## src/rtl/intr_pkg.sv

```systemverilog
package intr_pkg;
  localparam int unsigned ADDR_W = 2;

  localparam logic [ADDR_W-1:0] ADDR_COUNT = 2'd0;
  localparam logic [ADDR_W-1:0] ADDR_CMP   = 2'd1;
  localparam logic [ADDR_W-1:0] ADDR_STAT  = 2'd2;
  localparam logic [ADDR_W-1:0] ADDR_ICTL  = 2'd3;

  localparam int unsigned ST_IE    = 0;
  localparam int unsigned ST_EXL   = 1;
  localparam int unsigned ST_ERL   = 2;
  localparam int unsigned ST_IM_LO = 8;
endpackage

```

## src/rtl/intr_pending.sv

```systemverilog
module intr_pending #(
  parameter int unsigned NUM_LVL = 8,
  parameter int unsigned LVL_W   = $clog2(NUM_LVL) + 1,
  parameter int unsigned LINE_W  = $clog2(NUM_LVL)
) (
  input  logic               clk_i,
  input  logic               rst_ni,
  input  logic               post_i,
  input  logic [LVL_W-1:0]   post_lvl_i,
  input  logic               clr_i,
  input  logic [LVL_W-1:0]   clr_lvl_i,
  input  logic               clr_all_i,
  input  logic               tmr_set_i,
  input  logic               tmr_clr_i,
  input  logic [LINE_W-1:0]  tmr_line_i,
  output logic [NUM_LVL-1:0] ip_o,
  output logic               lvl_err_o
);
  logic [NUM_LVL-1:0] ip_q, ip_d, set_vec, clr_vec;
  logic post_ok, clr_ok, err_q;

  assign post_ok = post_i && (post_lvl_i < LVL_W'(NUM_LVL));
  assign clr_ok  = clr_i  && (clr_lvl_i  < LVL_W'(NUM_LVL));

  for (genvar g = 0; g < NUM_LVL; g++) begin : g_bit
    assign set_vec[g] = (post_ok && post_lvl_i == LVL_W'(g)) ||
                        (tmr_set_i && tmr_line_i == LINE_W'(g));
    assign clr_vec[g] = (clr_ok && clr_lvl_i == LVL_W'(g)) ||
                        (tmr_clr_i && tmr_line_i == LINE_W'(g));
  end

  // clear-all > single clear > set
  assign ip_d = clr_all_i ? '0 : ((ip_q | set_vec) & ~clr_vec);

  always_ff @(posedge clk_i or negedge rst_ni) begin
    if (!rst_ni) begin
      ip_q  <= '0;
      err_q <= 1'b0;
    end else begin
      ip_q  <= ip_d;
      err_q <= (post_i && !post_ok) || (clr_i && !clr_ok);
    end
  end

  assign ip_o      = ip_q;
  assign lvl_err_o = err_q;

  assert_post_sets_R2: assert property (@(posedge clk_i) disable iff (!rst_ni)
    (post_i && post_lvl_i < LVL_W'(NUM_LVL) && !clr_all_i && !clr_i && !tmr_clr_i)
      |=> ip_q[$past(post_lvl_i[LINE_W-1:0])]);

  assert_clear_all_R4: assert property (@(posedge clk_i) disable iff (!rst_ni)
    clr_all_i |=> (ip_q == '0));

  assert_illegal_ignored_R5: assert property (@(posedge clk_i) disable iff (!rst_ni)
    (post_i && post_lvl_i >= LVL_W'(NUM_LVL) && !clr_i && !clr_all_i && !tmr_set_i && !tmr_clr_i)
      |=> (ip_q == $past(ip_q)) && lvl_err_o);
endmodule

```

## src/rtl/intr_timer.sv

```systemverilog
module intr_timer #(
  parameter int unsigned DW = 32
) (
  input  logic          clk_i,
  input  logic          rst_ni,
  input  logic          cnt_en_i,
  input  logic          cnt_we_i,
  input  logic          cmp_we_i,
  input  logic [DW-1:0] wdata_i,
  output logic [DW-1:0] cnt_o,
  output logic [DW-1:0] cmp_o,
  output logic          hit_o
);
  logic [DW-1:0] cnt_q, cmp_q;

  always_ff @(posedge clk_i or negedge rst_ni) begin
    if (!rst_ni) begin
      cnt_q <= '0;
      cmp_q <= '0;
    end else begin
      if (cnt_we_i)      cnt_q <= wdata_i;
      else if (cnt_en_i) cnt_q <= cnt_q + DW'(1);
      if (cmp_we_i)      cmp_q <= wdata_i;
    end
  end

  assign hit_o = (cnt_q == cmp_q) && (cnt_q != '0);
  assign cnt_o = cnt_q;
  assign cmp_o = cmp_q;

  assert_count_step_R6: assert property (@(posedge clk_i) disable iff (!rst_ni)
    (cnt_en_i && !cnt_we_i) |=> (cnt_q == $past(cnt_q) + DW'(1)));

  assert_count_hold_R6: assert property (@(posedge clk_i) disable iff (!rst_ni)
    (!cnt_en_i && !cnt_we_i) |=> $stable(cnt_q));
endmodule

```

## src/rtl/intr_regs.sv

```systemverilog
module intr_regs
  import intr_pkg::*;
#(
  parameter int unsigned NUM_LVL = 8,
  parameter int unsigned DW      = 32,
  parameter int unsigned LINE_W  = $clog2(NUM_LVL)
) (
  input  logic               clk_i,
  input  logic               rst_ni,
  input  logic               stat_we_i,
  input  logic               ictl_we_i,
  input  logic [DW-1:0]      wdata_i,
  output logic               ie_o,
  output logic               exl_o,
  output logic               erl_o,
  output logic [NUM_LVL-1:0] im_o,
  output logic [LINE_W-1:0]  line_o
);
  logic ie_q, exl_q, erl_q;
  logic [NUM_LVL-1:0] im_q;
  logic [LINE_W-1:0]  line_q;

  always_ff @(posedge clk_i or negedge rst_ni) begin
    if (!rst_ni) begin
      ie_q   <= 1'b0;
      exl_q  <= 1'b0;
      erl_q  <= 1'b1;  // blocks requests until software clears it
      im_q   <= '0;
      line_q <= LINE_W'(NUM_LVL - 1);
    end else begin
      if (stat_we_i) begin
        ie_q  <= wdata_i[ST_IE];
        exl_q <= wdata_i[ST_EXL];
        erl_q <= wdata_i[ST_ERL];
        im_q  <= wdata_i[ST_IM_LO +: NUM_LVL];
      end
      if (ictl_we_i) line_q <= wdata_i[LINE_W-1:0];
    end
  end

  assign ie_o   = ie_q;
  assign exl_o  = exl_q;
  assign erl_o  = erl_q;
  assign im_o   = im_q;
  assign line_o = line_q;
endmodule

```

## src/rtl/intr_ctrl.sv

```systemverilog
module intr_ctrl
  import intr_pkg::*;
#(
  parameter int unsigned NUM_LVL = 8,
  parameter int unsigned DW      = 32,
  parameter int unsigned LVL_W   = $clog2(NUM_LVL) + 1
) (
  input  logic               clk_i,
  input  logic               rst_ni,
  input  logic               post_i,
  input  logic [LVL_W-1:0]   post_lvl_i,
  input  logic               clr_i,
  input  logic [LVL_W-1:0]   clr_lvl_i,
  input  logic               clr_all_i,
  input  logic               cnt_en_i,
  input  logic               reg_we_i,
  input  logic [ADDR_W-1:0]  reg_addr_i,
  input  logic [DW-1:0]      reg_wdata_i,
  output logic [DW-1:0]      reg_rdata_o,
  output logic [NUM_LVL-1:0] ip_o,
  output logic               pend_o,
  output logic               irq_o,
  output logic               lvl_err_o
);
  localparam int unsigned LINE_W = $clog2(NUM_LVL);

  logic cnt_we, cmp_we, stat_we, ictl_we;
  logic [DW-1:0] cnt, cmp;
  logic tmr_hit, ie, exl, erl, irq_q;
  logic [NUM_LVL-1:0] im, ip;
  logic [LINE_W-1:0] line;

  assign cnt_we  = reg_we_i && reg_addr_i == ADDR_COUNT;
  assign cmp_we  = reg_we_i && reg_addr_i == ADDR_CMP;
  assign stat_we = reg_we_i && reg_addr_i == ADDR_STAT;
  assign ictl_we = reg_we_i && reg_addr_i == ADDR_ICTL;

  intr_timer #(.DW(DW)) i_timer (
    .clk_i(clk_i), .rst_ni(rst_ni), .cnt_en_i(cnt_en_i),
    .cnt_we_i(cnt_we), .cmp_we_i(cmp_we), .wdata_i(reg_wdata_i),
    .cnt_o(cnt), .cmp_o(cmp), .hit_o(tmr_hit)
  );

  intr_regs #(.NUM_LVL(NUM_LVL), .DW(DW), .LINE_W(LINE_W)) i_regs (
    .clk_i(clk_i), .rst_ni(rst_ni), .stat_we_i(stat_we), .ictl_we_i(ictl_we),
    .wdata_i(reg_wdata_i), .ie_o(ie), .exl_o(exl), .erl_o(erl),
    .im_o(im), .line_o(line)
  );

  intr_pending #(.NUM_LVL(NUM_LVL), .LVL_W(LVL_W), .LINE_W(LINE_W)) i_pending (
    .clk_i(clk_i), .rst_ni(rst_ni), .post_i(post_i), .post_lvl_i(post_lvl_i),
    .clr_i(clr_i), .clr_lvl_i(clr_lvl_i), .clr_all_i(clr_all_i),
    .tmr_set_i(tmr_hit), .tmr_clr_i(cmp_we), .tmr_line_i(line),
    .ip_o(ip), .lvl_err_o(lvl_err_o)
  );

  always_ff @(posedge clk_i or negedge rst_ni) begin
    if (!rst_ni) irq_q <= 1'b0;
    else         irq_q <= ie && !exl && !erl && |(im & ip);
  end

  always_comb begin
    reg_rdata_o = '0;
    unique case (reg_addr_i)
      ADDR_COUNT: reg_rdata_o = cnt;
      ADDR_CMP:   reg_rdata_o = cmp;
      ADDR_STAT: begin
        reg_rdata_o[ST_IE]  = ie;
        reg_rdata_o[ST_EXL] = exl;
        reg_rdata_o[ST_ERL] = erl;
        reg_rdata_o[ST_IM_LO +: NUM_LVL] = im;
      end
      default:    reg_rdata_o[LINE_W-1:0] = line;
    endcase
  end

  assign ip_o   = ip;
  assign pend_o = |ip;
  assign irq_o  = irq_q;

  assert_gate_blocks_R9: assert property (@(posedge clk_i) disable iff (!rst_ni)
    (!ie || exl || erl) |=> !irq_o);

  assert_masked_quiet_R9: assert property (@(posedge clk_i) disable iff (!rst_ni)
    ((im & ip) == '0) |=> !irq_o);

  assert_timer_sets_R7: assert property (@(posedge clk_i) disable iff (!rst_ni)
    (tmr_hit && !clr_all_i && !cmp_we && !clr_i) |=> ip_o[$past(line)]);

  assert_cmp_clears_R8: assert property (@(posedge clk_i) disable iff (!rst_ni)
    (cmp_we && !(post_i && post_lvl_i == LVL_W'(line))) |=> !ip_o[$past(line)]);
endmodule

```

## config.mk

```make
export PLATFORM = sky130hd
export DESIGN_NAME = intr_ctrl
export DESIGN_NICKNAME = d
export VERILOG_FILES = /design/src/rtl/intr_pkg.sv /design/src/rtl/intr_pending.sv /design/src/rtl/intr_timer.sv /design/src/rtl/intr_regs.sv /design/src/rtl/intr_ctrl.sv
export SDC_FILE = /design/constraint.sdc
export NUM_CORES = 1
export LEC_CHECK = 0
export ABC_CLOCK_PERIOD_IN_PS = 6500
export BUFFER_PORTS_ARGS = -buffer_cell sky130_fd_sc_hd__buf_2
export CAP_MARGIN = 20
export CORE_MARGIN = 2
export CORE_UTILIZATION = 35
export DETAILED_ROUTE_END_ITERATION = 16
export PLACE_DENSITY_LB_ADDON = 0.25
export SETUP_SLACK_MARGIN = 0.02
export SKIP_LAST_GASP = 1
export SYNTH_ARGS = -nofsm -noshare
export SYNTH_HDL_FRONTEND = slang
export SYNTH_SLANG_ARGS = --single-unit
export TNS_END_PERCENT = 50
```

## constraint.sdc

```tcl
create_clock -name clk_i -period 6.5 [get_ports clk_i]
set_input_delay 1.95 -clock clk_i [delete_from_list [all_inputs] [get_ports clk_i]]
set_output_delay 1.95 -clock clk_i [all_outputs]
set_load 0.02 [all_outputs]
```

==> results by group, run 1 <==
Place
  • Final RePlAce weighted congestion: 0.883
  • Port-buffer cells: 91
  • Post-DP HPWL: 10700 um
  • Placed Area: 0.00591 mm2
  • DP Worst Slack: 1.12 ns

Pwr
  • P per Cell Area: 295 mW/mm2
  • Sequential Power Share: 44.3%
  • Final total power: 1.84 mW
  • Sw frac: 33.7%
  • Switching Power: 0.621 mW
  • Clock share of power: 30.2%
  • Internal power: 1.22 mW
  • Leak: 2.64 nW
  • Logic gate share of total power: 25.5%
  • Peak VDD IR: 0.133 mV

Detailed routing
  • Iteration-0 DRC Markers: 232
  • Average vias per placed instance: 5.37
  • DR DRC count: 0
  • Post-DR wirelength/cell: 18.5 um
  • Vias: 4228
  • Final antenna-violating net count: 0
  • WL final: 14600 um
  • DRT Pass-1 Iters: 4

Setup path
  • WP buf/inv: 2
  • Reg-to-reg startpoint: i_timer.cnt_o[5]
  • Cell count along the critical path: 5
  • CP Capture Type: output pin
  • Crit path capture: reg_rdata_o[8]
  • Worst Path Class, Setup: input pin to output pin
  • Reg-to-Reg End: i_pending.ip_o[3]
  • Most common cell on crit path: buf_2
  • Reg2Reg Setup Slack: 4.29 ns
  • Critical Path RT: 4.55 ns
  • Worst EP arrival: 3.43 ns
  • Crit-path slowest cell: buf_2
  • Crit-path cells: buf_2 > nor2b_1 > nand2_1 > o21ai_0 > buf_2
  • Crit Path Max Fanout: 37
  • CP Launch Type: input pin
  • Max stage delay on crit path: 0.65 ns
  • Critical path's top delay family: buffers and inverters
  • Critical path origin: reg_addr_i[1]
  • Cells on worst reg2reg path: 5

Clock tree
  • Clock sinks: 88
  • CTS tree: yes
  • Clk Tree Root Cell: clkbuf_16
  • Clk slew on worst S/H paths: 0.06 ns
  • Num CTS Buffers: 9
  • Post-CTS Setup Bufs: 0
  • Clk Latency, worst-skew pair: 0.35 ns
  • Cts hold-fix bufs: 0
  • Post-CTS sizing: 0
  • H-Tree Depth: 3
  • Clock buffer depth: 2

Yosys
  • Adder-Cell Fraction of Synth Area: 0.464%
  • Ys Warns: 0
  • Seq cells post-synth: 88
  • Synthesized area: 0.00539 mm2
  • Async S/R FF share, synth: 100%
  • Sequential fraction of the synthesis area: 40.9%
  • Synth Area per Inst: 10.1 um2
  • Simple-Gate Fraction of Synth Area: 18.6%
  • Synth Area in Compound Gates: 7.98%
  • Main combinational cell family by area after synthesis: simple AND/OR/NAND/NOR gates
  • Cell count after synthesis: 532
  • Unique masters post-synth: 54
  • XOR/XNOR Fraction of Synth Area: 10.6%
  • Mux share of post-synthesis cell area: 17.0%
  • Prevailing post-synth register cell: dfrtp_1
  • Post-Syn Nets: 583
  • Post-synth EDFFs: 0

GRT
  • Global route overflow: 0
  • Largest net degree at the start of global routing: 62
  • Initial antenna violation count: 0
  • First-pass GRT wire length: 22900 um
  • Vias in the first global route: 4193
  • Gr usage total: 18.3%

STA
  • RSZ-0062 raised after global routing: false
  • # setup viols final: 0
  • Final hold vios: 0
  • Skew final: 0.00812 ns
  • Setup WS post-layout: 1.12 ns
  • Tmin final: 5.38 ns
  • Sum Neg Setup Slack: 0 ns
  • Slew Limit Fails: 0
  • Relative slew slack: 42.9%
  • Actual slew at the worst max-slew pin: 0.849 ns
  • Fin crit share: 82.8%
  • Fmax: 186 MHz

Floorplan
  • Core area: 0.0151 mm2
  • Width of the die: 128 um
  • Die outline height: 128 um
  • Initial Util: 35.6%
  • # rows: 45
  • IO Count: 92
  • Die ar.: 0.0164 mm2

Final layout
  • Layout cells sized above 1: 31.8%
  • Fin area: 0.00623 mm2
  • Commonest non-fill, non-tap cell in the layout: buf_2
  • # diodes: 0
  • Nets: 646
  • Area Growth Syn to Fin: 15.5%
  • Most frequent cells in the layout: buf_2, dfrtp_1, nand2_1, xnor2_1, mux2_2

Worst hold path
  • Hold Path Class: register to register

Job
  • Max cap viols: 0

Run status
  • Status: finished, final reports clean
## cell type report
cell class              instances  area (um2)
well taps                     188         235
fillers                      1510        8920
clock inverters                 2        35.0
clock buffers                  14         284
repair buffers                 95         488
inverters                       5        18.8
multi-input cells             396        2960
flip-flops and latches         88        2210
## per-layer routing
layer  GRT usage, %  part of all wire, %
met1           24.1                   46
met2           30.2                   48
met3           4.01                  4.2
met4           5.24                  1.4
met5              0                    0
## kinds of logic after synthesis
family                   count (synthesis)
AO/OA/AOI/OAI                           66
XOR/XNOR                                63
adder cells (fa/ha/maj)                  2
buffers and inverters                   48
flip-flops                              88
multiplexers                            82
AND/OR/NAND/NOR                        183
## metrics by stage
stage                     util (%)  hold slack (ns)  instances
final                         41.1            0.547        788
after global placement        39.0            0.511        772
after detailed placement      39.0            0.533        772
after global routing          41.1            0.570        788
after floorplan                  -            0.488        532
after CTS                     41.1            0.547        788
## worst min-delay path by stage
stage	startpoint	endpoint	cells after the start	slack, ns
after floorplan	i_regs.ie_o	irq_o	1	0.49
after global placement	i_regs.ie_o	i_regs.ie_o	1	0.51
after detailed placement	i_regs.im_o[1]	i_regs.im_o[1]	1	0.53
after CTS	i_regs.im_o[1]	i_regs.im_o[1]	1	0.55
after global routing	i_regs.ie_o	i_regs.ie_o	1	0.57
final	i_regs.im_o[1]	i_regs.im_o[1]	1	0.55
## registers in the layout (all words and copies together), names as in the netlist
signal / cells
i_timer.cmp_o: 32
i_timer.cnt_o: 32
i_regs.im_o: 8
i_regs.erl_o: 1
i_pending.ip_o: 8
i_regs.line_o: 3
i_pending.lvl_err_o: 1
irq_o: 1
i_regs.ie_o: 1
i_regs.exl_o: 1
## synth_stat cells (all sizes together) (2+ instances only)
| cell type | count | share of area (%) |
|---|---|---|
| nand3b | 2 | 0.35 |
| o21ai | 39 | 3.7 |
| nand3 | 10 | 0.93 |
| and4 | 7 | 1.2 |
| nor2 | 42 | 2.9 |
| nor3 | 12 | 1.1 |
| ha | 2 | 0.46 |
| xnor2 | 50 | 8.1 |
| dfstp | 4 | 1.9 |
| nor4 | 16 | 2.6 |
| a221o | 4 | 0.74 |
| a31o | 5 | 0.81 |
| nor2b | 5 | 0.58 |
| and2 | 2 | 0.26 |
| nor3b | 5 | 0.79 |
| mux2 | 49 | 10 |
| nand4 | 18 | 2.6 |
| a21oi | 5 | 0.46 |
| dfrtp | 84 | 39 |
| buf | 26 | 2.6 |
| clkbuf | 17 | 1.4 |
| inv | 5 | 0.35 |
| nor4b | 3 | 0.49 |
| nand2 | 53 | 3.7 |
| xor2 | 13 | 2.5 |
| a22oi | 4 | 0.56 |
| a221oi | 2 | 0.32 |
| and3 | 5 | 0.60 |
| o2bb2ai | 2 | 0.56 |
| mux2i | 30 | 5.6 |
| mux4 | 3 | 1.3 |
## power by group through the flow
stage,sequential [mW],clock [mW],combinational (mW)
4_1_cts,0.814,0.567,0.476
3_3_place_gp,0.821,0,0.465
2_1_floorplan,0.731,0,0.408
3_5_place_dp,0.824,0,0.472
6_report,0.815,0.555,0.470
5_1_grt,0.835,0.594,0.513
Note: power is estimated with default switching activity, not from simulation.
==> run 2, diff against run 1 <==
--- a/config.mk
+++ b/config.mk
@@ -5,7 +5,8 @@
 export SDC_FILE = /design/constraint.sdc
 export NUM_CORES = 1
 export LEC_CHECK = 0
-export ABC_CLOCK_PERIOD_IN_PS = 6500
+export ABC_AREA = 1
+export ABC_CLOCK_PERIOD_IN_PS = 5000
 export BUFFER_PORTS_ARGS = -buffer_cell sky130_fd_sc_hd__buf_2
 export CAP_MARGIN = 20
 export CORE_MARGIN = 2
==> constraint.sdc (replaced) <==
create_clock -name clk_i -period 5 [get_ports clk_i]
set_input_delay 1.5 -clock clk_i [delete_from_list [all_inputs] [get_ports clk_i]]
set_output_delay 1.5 -clock clk_i [all_outputs]
set_load 0.02 [all_outputs]
==> results by group, run 2 <==
STA
  • Actual slew at the worst max-slew pin: 0.824 ns
  • Sum Neg Setup Slack: 0 ns
  • Fmax: 231 MHz
  • # setup viols final: 0
  • RSZ-0062 raised after global routing: false
  • Skew final: 0.00695 ns
  • Tmin final: 4.34 ns
  • Fin crit share: 86.7%
  • Final hold vios: 0
  • Relative slew slack: 45.1%
  • Slew Limit Fails: 0

GRT
  • Gr usage total: 21.7%
  • Largest net degree at the start of global routing: 61
  • Initial antenna violation count: 0
  • Global route overflow: 0
  • First-pass GRT wire length: 29400 um
  • Vias in the first global route: 5258

Detailed routing
  • DRT Pass-1 Iters: 6
  • WL final: 18500 um
  • Final antenna-violating net count: 0
  • Post-DR wirelength/cell: 16.6 um
  • Average vias per placed instance: 5.05
  • Vias: 5621
  • DR DRC count: 0
  • Iteration-0 DRC Markers: 457

Yosys
  • Sequential fraction of the synthesis area: 38.8%
  • Largest area contributor in the netlist: dfrtp_1
  • Seq cells post-synth: 88
  • Mux share of post-synthesis cell area: 0%
  • Count leader, synth: nand2_1
  • Main combinational cell family by area after synthesis: simple AND/OR/NAND/NOR gates
  • Top area cells in the synthesized netlist: dfrtp_1, nand2_1, inv_1
  • Post-synth EDFFs: 0
  • Most frequent cells after synthesis: nand2_1, inv_1, dfrtp_1
  • Top-area cell type share of the netlist area: 36.9%
  • Unique masters post-synth: 36
  • Synth Area per Inst: 7.02 um2
  • XOR/XNOR Fraction of Synth Area: 5.52%
  • Adder-Cell Fraction of Synth Area: 0.440%
  • Cell count after synthesis: 811
  • Simple-Gate Fraction of Synth Area: 31.1%
  • Prevailing post-synth register cell: dfrtp_1
  • Async S/R FF share, synth: 100%
  • Synthesized area: 0.00569 mm2
  • Synth Area in Compound Gates: 14.7%
  • Ys Warns: 0
  • Post-Syn Nets: 862

Place
  • Final RePlAce weighted congestion: 0.960
  • Port-buffer cells: 91
  • Placed Area: 0.00634 mm2
  • Placed insts: 1096
  • Post-DP HPWL: 14200 um

Setup path
  • Reg-to-Reg End: i_timer.cnt_o[20]
  • Reg2Reg Setup Slack: 2.93 ns
  • Cells on worst reg2reg path: 10
  • Crit Path Max Fanout: 22
  • CP Capture Type: output pin
  • Reg-to-reg startpoint: i_timer.cnt_o[0]
  • Critical Path RT: 3.50 ns
  • CP Launch Type: input pin
  • Worst EP arrival: 2.84 ns
  • Worst Path Class, Setup: input pin to output pin

Run status
  • Status: finished, final reports clean

Clock tree
  • CTS tree: yes
  • Post-CTS sizing: 0
  • Num CTS Buffers: 9
  • H-Tree Depth: 3
  • Clk Latency, worst-skew pair: 0.36 ns
  • Clk slew on worst S/H paths: 0.06 ns
  • Post-CTS Setup Bufs: 0
  • Clock buffer depth: 2
  • Clk Tree Root Cell: clkbuf_16
  • Cts hold-fix bufs: 0
  • Clock sinks: 88

Final layout
  • Area Growth Syn to Fin: 16.6%
  • # diodes: 0
  • Post-Layout Cell Count: 1112
  • Multi-input logic area: 0.00295 mm2
  • Layout cells sized above 1: 15.3%
  • Fin area: 0.00664 mm2
  • Commonest non-fill, non-tap cell in the layout: nand2_1
  • Most frequent cells in the layout: nand2_1, inv_1, buf_2, dfrtp_1, nor2_1
  • Register area: 0.00221 mm2
  • Nets: 942
  • Layout fillers: 1741

Floorplan
  • Die ar.: 0.0173 mm2
  • Initial Util: 35.8%
  • Width of the die: 132 um
  • Core area: 0.0159 mm2
  • # rows: 46
  • IO Count: 92
  • Die outline height: 132 um

Worst hold path
  • Worst hold endpoint: i_regs.erl_o
  • Hold Startpoint: i_regs.erl_o
  • Worst Hold Path Cells: 2
  • Hold Path Class: register to register

Pwr
  • Switching Power: 0.867 mW
  • Clock share of power: 30.1%
  • Sw frac: 37.4%
  • Sequential Power Share: 42.6%
  • P per Cell Area: 350 mW/mm2
  • Logic gate share of total power: 27.4%
  • Leak: 3.28 nW
  • Internal power: 1.45 mW
  • Peak VDD IR: 0.164 mV

Job
  • Max cap viols: 0
==> run 2: cell count changes after synthesis, moves of 11 or more <==
| cell | delta |
|---|---|
| mux2_2 | -49 |
| nor2_1 | +24 |
| o21ai_0 | +33 |
| inv_1 | +95 |
| nand2_1 | +221 |
| o221ai_1 | +14 |
| nor3_1 | +11 |
| a21oi_1 | +14 |
| o22ai_1 | +17 |
| mux2i_1 | -30 |
| xor2_1 | +12 |
| xnor2_1 | -38 |
==> run 2: metrics by stage <==
step / power, mW / worst slack, ns / hold WS, ns / util, %
floorplan: 1.40 / 1.06 / 0.474 / -
global placement: 1.63 / 0.706 / 0.493 / 39.9
detailed placement: 1.63 / 0.654 / 0.494 / 39.9
CTS: 2.33 / 0.652 / 0.505 / 41.8
global route: 2.46 / 0.572 / 0.527 / 41.8
finish: 2.32 / 0.663 / 0.501 / 41.8
==> run 2: cell type report <==
cell class,count,share of cell area (%)
clock inverter,5,0.848
timing repair buffer,99,7.81
clock buffer,11,3.66
multi-input combinational,589,44.5
inverter,104,5.88
tap,216,4.07
sequential,88,33.3
==> run 2: cell families after synthesis <==
logic type                 after synthesis
DFF                                     88
xor gates and xnor gates                35
and+or+nand+nor                        416
adders and majority gates                2
buffers and inverters                  134
AOI/OAI and AO/OA                      136
==> run 2: per-layer routing <==
metal | routed length (um) | vias to the layer above | share of wire [%] | track usage (%)
met1 | 8830 | 2636 | 48 | 31.8
li1 | - | 2778 | - | -
met3 | 1140 | 19 | 6.1 | 3.74
met5 | 0 | - | 0 | 0
met2 | 8250 | 188 | 45 | 32.9
met4 | 274 | 0 | 1.5 | 5.98
==> run 2: worst max-delay path: stages <==
cell and delay [ns]:
buf_2 0.14, nor2_1 0.06, buf_4 0.14, inv_1 0.24, buf_4 0.36, o221ai_1 0.19
buf_2 0.20
==> run 2: power by group through the flow <==
stage	Combinational [mW]	Sequential [mW]	Clock, mW
after CTS	0.637	0.985	0.708
final	0.635	0.988	0.697
after floorplan	0.462	0.933	0
after detailed placement	0.633	0.997	0
after global routing	0.715	1.01	0.735
after global placement	0.630	0.996	0
==> run 2: worst max-delay path by stage <==
stage / startpoint / depth (start not counted) / endpoint
floorplan: reg_addr_i[0] / 4 / reg_rdata_o[19]
global placement: reg_addr_i[1] / 7 / reg_rdata_o[12]
detailed placement: reg_addr_i[1] / 7 / reg_rdata_o[15]
CTS: reg_addr_i[1] / 7 / reg_rdata_o[15]
global route: reg_addr_i[1] / 7 / reg_rdata_o[9]
finish: reg_addr_i[1] / 7 / reg_rdata_o[9]
